File: src/rtl/pll_retune_pkg.sv
package pll_retune_pkg;

  localparam int unsigned FDIV_W = 7;
  localparam int unsigned CP_W   = 4;
  localparam int unsigned RES_W  = 4;
  localparam int unsigned LCNT_W = 10;

  typedef struct packed {
    logic [FDIV_W-1:0] fdiv;
    logic [CP_W-1:0]   cp;
    logic [RES_W-1:0]  res;
    logic [LCNT_W-1:0] lcnt;
  } pll_cfg_t;

  typedef enum logic [2:0] {
    ST_IDLE,
    ST_BYP,
    ST_RST_ON,
    ST_RST_HOLD,
    ST_LOCK
  } seq_st_e;

  function automatic pll_cfg_t cfg_lookup(input logic [FDIV_W-1:0] m);
    pll_cfg_t c;
    c.fdiv = m;
    c.cp   = CP_W'(2);
    if (m <= 7'd15)      c.res = RES_W'(6);
    else if (m <= 7'd19) c.res = RES_W'(10);
    else                 c.res = RES_W'(12);
    case (m)
      7'd13:        c.lcnt = LCNT_W'(750);
      7'd14:        c.lcnt = LCNT_W'(700);
      7'd15:        c.lcnt = LCNT_W'(650);
      7'd16:        c.lcnt = LCNT_W'(625);
      7'd17:        c.lcnt = LCNT_W'(575);
      7'd18:        c.lcnt = LCNT_W'(550);
      7'd19:        c.lcnt = LCNT_W'(525);
      7'd20:        c.lcnt = LCNT_W'(500);
      7'd21:        c.lcnt = LCNT_W'(475);
      7'd22:        c.lcnt = LCNT_W'(450);
      7'd23:        c.lcnt = LCNT_W'(425);
      7'd24, 7'd25: c.lcnt = LCNT_W'(400);
      7'd26:        c.lcnt = LCNT_W'(375);
      7'd27, 7'd28: c.lcnt = LCNT_W'(350);
      7'd29, 7'd30: c.lcnt = LCNT_W'(325);
      default:      c.lcnt = '0;
    endcase
    return c;
  endfunction

endpackage

File: src/rtl/pll_cfg_lut.sv
module pll_cfg_lut
  import pll_retune_pkg::*;
#(
  parameter int unsigned M_W  = 5,
  parameter int unsigned M_LO = 13,
  parameter int unsigned M_HI = 30
) (
  input  logic [M_W-1:0] mult_i,
  output logic           valid_o,
  output pll_cfg_t       cfg_o
);

  always_comb begin
    valid_o = (32'(mult_i) >= M_LO) && (32'(mult_i) <= M_HI);
    cfg_o   = valid_o ? cfg_lookup(FDIV_W'(mult_i)) : '0;
  end

endmodule

File: src/rtl/pll_seq_timer.sv
module pll_seq_timer #(
  parameter int unsigned W = 8
) (
  input  logic         clk_i,
  input  logic         rst_ni,
  input  logic         load_i,
  input  logic         dec_i,
  input  logic [W-1:0] load_val_i,
  output logic         zero_o
);

  logic [W-1:0] cnt_q;

  always_ff @(posedge clk_i or negedge rst_ni) begin
    if (!rst_ni)                    cnt_q <= '0;
    else if (load_i)                cnt_q <= load_val_i;
    else if (dec_i && cnt_q != '0)  cnt_q <= cnt_q - 1'b1;
  end

  assign zero_o = (cnt_q == '0);

endmodule

File: src/rtl/pll_retune_seq.sv
module pll_retune_seq
  import pll_retune_pkg::*;
#(
  parameter int unsigned MULT_W   = 5,
  parameter int unsigned RST_CYC  = 4,
  parameter int unsigned LOCK_TMO = 4096
) (
  input  logic              clk_i,
  input  logic              rst_ni,
  input  logic              start_i,
  input  logic [MULT_W-1:0] mult_i,
  input  logic              init_i,
  input  logic              lock_i,
  output logic              busy_o,
  output logic              done_o,
  output logic              err_o,
  output logic [FDIV_W-1:0] fdiv_o,
  output logic [CP_W-1:0]   cp_o,
  output logic [RES_W-1:0]  res_o,
  output logic [LCNT_W-1:0] lock_cnt_o,
  output logic              byp_force_o,
  output logic              byp_qual_o,
  output logic              pll_rst_o
);

  localparam int unsigned TMR_MAX = (RST_CYC > LOCK_TMO) ? RST_CYC : LOCK_TMO;
  localparam int unsigned TMR_W   = $clog2(TMR_MAX + 1);

  seq_st_e    st_q;
  pll_cfg_t   cfg_q, req_cfg;
  logic       req_ok;
  logic       init_q, busy_q, done_q, err_q, byp_q, qual_q, prst_q;
  logic       tmr_load, tmr_dec, tmr_zero;
  logic [TMR_W-1:0] tmr_val;

  pll_cfg_lut #(.M_W(MULT_W)) u_lut (
    .mult_i (mult_i),
    .valid_o(req_ok),
    .cfg_o  (req_cfg)
  );

  // one timer serves reset width and lock window; phases never overlap
  always_comb begin
    tmr_load = (st_q == ST_RST_ON) || (st_q == ST_RST_HOLD && tmr_zero);
    tmr_val  = (st_q == ST_RST_ON) ? TMR_W'(RST_CYC - 1) : TMR_W'(LOCK_TMO - 1);
    tmr_dec  = (st_q == ST_RST_HOLD) || (st_q == ST_LOCK);
  end

  pll_seq_timer #(.W(TMR_W)) u_tmr (
    .clk_i     (clk_i),
    .rst_ni    (rst_ni),
    .load_i    (tmr_load),
    .dec_i     (tmr_dec),
    .load_val_i(tmr_val),
    .zero_o    (tmr_zero)
  );

  always_ff @(posedge clk_i or negedge rst_ni) begin
    if (!rst_ni) begin
      st_q   <= ST_IDLE;
      cfg_q  <= '0;
      init_q <= 1'b0;
      busy_q <= 1'b0;
      done_q <= 1'b0;
      err_q  <= 1'b0;
      byp_q  <= 1'b0;
      qual_q <= 1'b1;
      prst_q <= 1'b0;
    end else begin
      done_q <= 1'b0;
      unique case (st_q)
        ST_IDLE: begin
          if (start_i) begin
            if (req_ok) begin
              cfg_q  <= req_cfg;
              init_q <= init_i;
              err_q  <= 1'b0;
              busy_q <= 1'b1;
              st_q   <= ST_BYP;
            end else begin
              err_q  <= 1'b1;
            end
          end
        end
        ST_BYP: begin
          byp_q <= 1'b1;
          if (init_q) qual_q <= 1'b0;
          st_q  <= ST_RST_ON;
        end
        ST_RST_ON: begin
          prst_q <= 1'b1;
          st_q   <= ST_RST_HOLD;
        end
        ST_RST_HOLD: begin
          if (tmr_zero) begin
            prst_q <= 1'b0;
            st_q   <= ST_LOCK;
          end
        end
        ST_LOCK: begin
          // lock beats timeout on the same edge
          if (lock_i) begin
            byp_q  <= 1'b0;
            done_q <= 1'b1;
            busy_q <= 1'b0;
            st_q   <= ST_IDLE;
          end else if (tmr_zero) begin
            err_q  <= 1'b1;
            busy_q <= 1'b0;
            st_q   <= ST_IDLE;
          end
        end
        default: st_q <= ST_IDLE;
      endcase
    end
  end

  assign busy_o      = busy_q;
  assign done_o      = done_q;
  assign err_o       = err_q;
  assign fdiv_o      = cfg_q.fdiv;
  assign cp_o        = cfg_q.cp;
  assign res_o       = cfg_q.res;
  assign lock_cnt_o  = cfg_q.lcnt;
  assign byp_force_o = byp_q;
  assign byp_qual_o  = qual_q;
  assign pll_rst_o   = prst_q;

  assert_fields_before_bypass_R4: assert property (@(posedge clk_i) disable iff (!rst_ni)
    $rose(byp_force_o) |-> ($stable(fdiv_o) && $stable(lock_cnt_o) && busy_o));

  assert_reset_under_bypass_R5: assert property (@(posedge clk_i) disable iff (!rst_ni)
    pll_rst_o |-> byp_force_o);

  assert_done_pulse_R6: assert property (@(posedge clk_i) disable iff (!rst_ni)
    done_o |=> !done_o);

  assert_done_after_lock_R6: assert property (@(posedge clk_i) disable iff (!rst_ni)
    done_o |-> ($past(lock_i) && !byp_force_o && !busy_o));

  assert_timeout_keeps_bypass_R7: assert property (@(posedge clk_i) disable iff (!rst_ni)
    ($rose(err_o) && $past(busy_o)) |-> (byp_force_o && !done_o));

  assert_reject_no_change_R9: assert property (@(posedge clk_i) disable iff (!rst_ni)
    ($rose(err_o) && !$past(busy_o)) |-> (!busy_o && $stable(byp_force_o) && $stable(fdiv_o)));

  assert_fields_frozen_R11: assert property (@(posedge clk_i) disable iff (!rst_ni)
    (busy_o && $past(busy_o)) |-> ($stable(fdiv_o) && $stable(res_o) && $stable(lock_cnt_o)));

endmodule

File: config.mk
export PLATFORM = sky130hd
export DESIGN_NAME = pll_retune_seq
export DESIGN_NICKNAME = d
export VERILOG_FILES = /design/src/rtl/pll_retune_pkg.sv /design/src/rtl/pll_cfg_lut.sv /design/src/rtl/pll_seq_timer.sv /design/src/rtl/pll_retune_seq.sv
export SDC_FILE = /design/constraint.sdc
export NUM_CORES = 1
export LEC_CHECK = 0
export BUFFER_PORTS_ARGS = -buffer_cell sky130_fd_sc_hd__buf_2
export CAP_MARGIN = 20
export CELL_PAD_IN_SITES_DETAIL_PLACEMENT = 1
export CELL_PAD_IN_SITES_GLOBAL_PLACEMENT = 1
export CORE_UTILIZATION = 39
export CTS_BUF_LIST = sky130_fd_sc_hd__clkbuf_16
export DETAILED_ROUTE_END_ITERATION = 6
export GPL_ROUTABILITY_DRIVEN = 0
export HOLD_SLACK_MARGIN = 0.15
export PLACE_DENSITY = 0.79
export SLEW_MARGIN = 20
export SYNTH_ARGS = -nofsm -noshare
export SYNTH_HDL_FRONTEND = slang
export SYNTH_SLANG_ARGS = --single-unit
export TNS_END_PERCENT = 20
File: constraint.sdc
create_clock -name clk_i -period 1.98 [get_ports clk_i]
set_clock_uncertainty 0.2 [all_clocks]
set_input_delay 0.396 -clock clk_i [delete_from_list [all_inputs] [get_ports clk_i]]
set_output_delay 0.396 -clock clk_i [all_outputs]
set_load 0.02 [all_outputs]
Word-level counts from Yosys, hierarchy flattened
Memories as Yosys holds them, arrays and structs flattened. A register that Yosys moved wholly into a read port is not among the register bits. Index checks and enable logic that the tools add are counted.

Register bits: 33. Bits in read-only memories: 320. Logic and storage cells: 75. Memories: 1.

Add/subtract/negate cells: 1. $lt $le $gt $ge: 4. Eq/ne operators: 11. Mux-type cells: 26. Reduce and logical (&&, ||, !) cells: 20.

Memory list: (name not given) (words 32, bits a word 10, read ports 1, clocked after Yosys merged registers in 1, wr ports 0, RTL line pll_retune_pkg.sv:30) `case (m)`.

Operator list (count): two-way mux 13 bit (2); two-way mux 3 bit (6); one-hot mux 3 bit (5 select lines) (1); zero test 13 bit (1); nonzero test 13 bit (1); subtractor 13 x 1 -> 13 bit, second input constant (1); two-way mux 12 bit (1); inequality test 2 bit, second input constant (6); AND reduction 4 bit (3); two-way mux 1 bit (11); <= comparator 5 bit, second input constant (2); one-hot mux 1 bit (2 select lines) (4); nonzero test 2 bit (4); == test 3 x 2 -> 1 bit, second input constant (2); AND reduction 2 bit (3); greater-or-equal comparator 5 x 4 -> 1 bit, second input constant (1); <= comparator 5 x 4 -> 1 bit, second input constant (1); two-way mux 4 bit (1); == test 3 x 1 -> 1 bit, second input constant (1); == test 3 bit, second input constant (1); logical AND 1 bit (3); zero test 3 bit (1); inequality test 3 bit, second input constant (1); AND reduction 3 bit (1); 2 further kinds (3).

Depth between registers and ports, before layout
Depth after elaboration: 5. Gate-level depth with buffers: 8. Depth with buffers taken out: 6.

Modules after synthesis
Synthesis repeated with hierarchy kept, for this count alone.

Cells, all modules: 287. Area total of the unflattened synthesis: 3007.9 um^2.

Modules (own cells, without submodules): pll_retune_seq (instances 1, cells an instance 100, area each 1514.0 um^2); pll_seq_timer (instances 1, cells an instance 103, area each 898.4 um^2); pll_cfg_lut (instances 1, cells an instance 84, area each 595.6 um^2).

Worst setup path before layout
Ideal clock, no wire load.

Kind: input port to flip-flop. Start point: input port mult_i[1]. End point: register cfg_q, in the netlist res_o[1]. Arrival time: 1.944 ns. Data required time: 1.662 ns. Slack: -0.282 ns. Stages: 8. Buffers on the path: 2. Cells stage by stage: clkbuf_1 inv_1 ha_1 o311a_1 o221ai_4 buf_4 a21oi_1 a21o_1.

Word-level cells in the longest chain between the ends: 3. Elaborated cells between the ends (all ways): 8.

RTL lines: start: declaration (RTL line pll_retune_seq.sv:11) `input logic [MULT_W-1:0] mult_i,`; <= comparator 5 bit, or another cell as far along (RTL line pll_retune_pkg.sv:28) `else if (m <= 7'd19) c.res = RES_W'(10);`; two-way mux 3 bit or logical AND 1 bit (tied branches) (RTL line pll_retune_pkg.sv:28, pll_cfg_lut.sv:14); two-way mux 4 bit or AND reduction 3 bit (tied branches); end signal: assignment (RTL line pll_retune_seq.sv:75) `cfg_q <= req_cfg;`; end: declaration (RTL line pll_retune_seq.sv:30) `pll_cfg_t cfg_q, req_cfg;`.

Several ways; a longest one is shown, not always the timed one. A chain may end at the register's enable or synchronous reset.

Worst setup path after layout
Start point: register u_tmr.cnt_q[1]. End point: register u_tmr.cnt_q[9].

Word-level cells in the longest chain between the ends: 4. Elaborated cells between the ends (all ways): 9.

RTL lines: start: declaration (RTL line pll_seq_timer.sv:12) `logic [W-1:0] cnt_q;`; start signal: assignment (RTL line pll_seq_timer.sv:16) `else if (load_i) cnt_q <= load_val_i;`; start signal: assignment (RTL line pll_seq_timer.sv:17) `else if (dec_i && cnt_q != '0) cnt_q <= cnt_q - 1'b1;`; parallel branches: the longest is 4 deep, another holds subtractor 13 x 1 -> 13 bit.

Several ways; the timed one is not identified. The select of a mux whose other input is x is not followed.

==> flow_summary.json <==
{
  "hp-start": "init_i",
  "coreArea_sq_um": 6100,
  "hold_viol_final": 0,
  "insertion_delay_ns": 0.29,
  "rsz0062_at_grt": "yes",
  "crit_chain": "buf_4, or4_4, or4_4, nand3_2, o2111ai_2",
  "num_io_pins": 41,
  "max_freq_mhz": 484,
  "dpl.hpwl_um": 5540,
  "dp.cells": 406,
  "synthFlopType": "dfrtp_1",
  "drt_wl_total_um": 8080,
  "clock-sinks": 42,
  "crit_slowest_cell": "or4_4",
  "async_flop_share_pct": 100,
  "place_ws_ns": -0.229,
  "vias": 2408,
  "status": "finished with violations",
  "r2r_cells": 5,
  "viasPerCell": 5.73,
  "portBuffers": 34,
  "synthDistinctLibCells": 63,
  "diodes": 0,
  "yosys_warnings": 0,
  "grt_usage_pct": 25.4,
  "slew_violations": 0,
  "maxCapViolCount": 0,
  "antenna_found_initial": 0,
  "die_w_um": 82.5,
  "violations": "setup timing",
  "grt_start_max_net_pins": 43,
  "synth-edff-count": 0,
  "setup_ws_ns": -0.0846,
  "num_rows": 28,
  "worstMarginPinSlew_ns": 0.512,
  "power.density_nw_per_um2": 1270,
  "cts-htree-levels": 2,
  "ys_ff_latch": 42,
  "clk_pin_slew_ns": 0.06,
  "cts_made_buffers": 5,
  "stdcell_area_sq_um": 3460,
  "hold_depth": 2,
  "syn_inst": 266,
  "r2r_slack_ns": -0.08,
  "synth-seq-area-share_pct": 41.6,
  "grt_pass1_wl_um": 12500,
  "max-slew-margin-rel_pct": 65.8,
  "start_kind": "flop",
  "ant_nets": 0,
  "min_path_type": "in2reg",
  "drtIter0Drc": 47,
  "power_mw": 4.40,
  "hold_end": "init_q",
  "dieArea_sq_um": 6810,
  "slowest_delay_ns": 0.56,
  "path_buf_inv": 1,
  "end_kind": "flop",
  "crit_arrival_ns": 2.02,
  "cts_tree": "built",
  "wl_per_cell_um": 19.2,
  "layoutNonFillerInstCount": 420,
  "finalCriticalPeriod_ns": 2.06,
  "path_class": "reg2reg",
  "die_h_um": 82.5,
  "layout_commonest_cell": "buf_4",
  "irDropWorstVdd_mv": 0.750,
  "initial_core_util_pct": 41.5,
  "grt_overflow": 0,
  "most-common-layout-cells": "buf_4, dfrtp_1, buf_2",
  "worstPathRequired_ns": 1.94,
  "syn2layout_area_growth_pct": 36.9,
  "grt_pass1_vias": 2473,
  "place_area_sq_um": 3110,
  "cpMostUsedCell": "or4_4",
  "drive_gt1_share_pct": 39.1,
  "finish.utilization_pct": 56.8,
  "timing.rr.end": "u_tmr.cnt_q[9]",
  "critPathTopFamily": "simple AND/OR/NAND/NOR gates",
  "setup_viol": 13,
  "cp_max_fo": 3,
  "drtPass1Iterations": 4,
  "p_leak_nw": 1.58,
  "period_share_pct": 104,
  "r2r-start": "u_tmr.cnt_q[1]",
  "cts_max_path_buffers": 2,
  "synth_area_sq_um": 2530,
  "root_buffer": "clkbuf_16",
  "num-nets-final": 360,
  "drc_errors": 0,
  "synth.avg_cell_area_sq_um": 9.50
}
==> area by class of cell <==
class | count | area (sq um)
fill | 700 | 2640
multi-input combinational | 193 | 1450
sequential | 42 | 1050
timing repair buffer | 94 | 663
clock buffer | 5 | 125
tap | 75 | 93.8
clock inverter | 3 | 37.5
inverter | 8 | 37.5
==> power breakdown <==
part	internal, mW	switching [mW]	total (mW)
Combinational	0.939	1.16	2.09
Sequential	1.13	0.239	1.36
Clock	0.587	0.354	0.941
Total	2.65	1.75	4.40
==> cells by family (layout without fill, tap and decap cells) <==
| family | count (synthesis) | in the layout | share of synthesized area (%) |
|---|---|---|---|
| flip-flops | 42 | 42 | 41.6 |
| AO/OA/AOI/OAI | 84 | 84 | 23.0 |
| adder cells (fa/ha/maj) | 6 | 6 | 2.97 |
| multiplexers | 8 | 8 | 3.32 |
| other | 1 | 6 | 0.148 |
| AND/OR/NAND/NOR | 89 | 89 | 20.9 |
| buffers and inverters | 36 | 110 | 8.07 |
==> worst max-delay path by stage <==
stage | from | to | slack, ns | cells past startpoint
6_report | u_tmr.cnt_q[1] | u_tmr.cnt_q[9] | -0.08 | 5
5_1_grt | u_tmr.cnt_q[1] | u_tmr.cnt_q[10] | -0.15 | 8
4_1_cts | u_tmr.cnt_q[0] | u_tmr.cnt_q[9] | -0.06 | 5
2_1_floorplan | mult_i[1] | res_o[1] | -0.09 | 8
3_3_place_gp | mult_i[1] | fdiv_o[3] | -0.15 | 7
3_5_place_dp | mult_i[1] | fdiv_o[3] | -0.23 | 7
==> what timing repair did <==
item                       CTS  global route
gates resized for setup     15            13
setup endpoints to repair   18            20
hold endpoints to repair    42             0
hold buffers                 1             0
pin swaps                    1             2
setup buffers                3             2
cloned                       0             0
==> worst reg2reg max path, stage by stage, from the launching register on <==
cell and delay [ns]:
dfrtp_1 0.37, buf_4 0.14, or4_4 0.56, or4_4 0.45, nand3_2 0.09, o2111ai_2 0.12
==> synth_stat cells (5+ instances only) <==
cell	number	area [sq um]
buf_4	9	67.6
nor2_1	17	63.8
mux2i_1	5	50.1
inv_1	8	30.0
o22ai_1	6	37.5
a21oi_1	15	75.1
dfrtp_1	41	1030
nand2b_1	7	43.8
nand2_1	21	78.8
clkbuf_1	7	26.3
nor3_1	8	40.0
o21ai_0	7	35.0
buf_2	7	35.0
ha_1	6	75.1
o21ai_1	18	90.1
==> through the flow <==
step / hold slack (ns) / TNS (ns)
after floorplan: -0.0996 / -1.10
after global placement: 0.190 / -1.74
after detailed placement: 0.190 / -3.42
after CTS: 0.165 / -0.500
after global routing: 0.163 / -1.59
final: 0.163 / -0.542
==> state kept, by name (all words and copies together), names as in the netlist, 3 cells and up <==
name         cells
res_o            3
st_q             3
u_tmr.cnt_q     13
fdiv_o           5
lock_cnt_o      10
==> per-layer routing <==
layer  GRT usage (%)  routed length [um]
met5               0                   0
met2            46.8                4330
met4            12.9                 229
met1            27.3                3220
met3            5.49                 299
No activity file was read; power rests on OpenSTA's default activity.
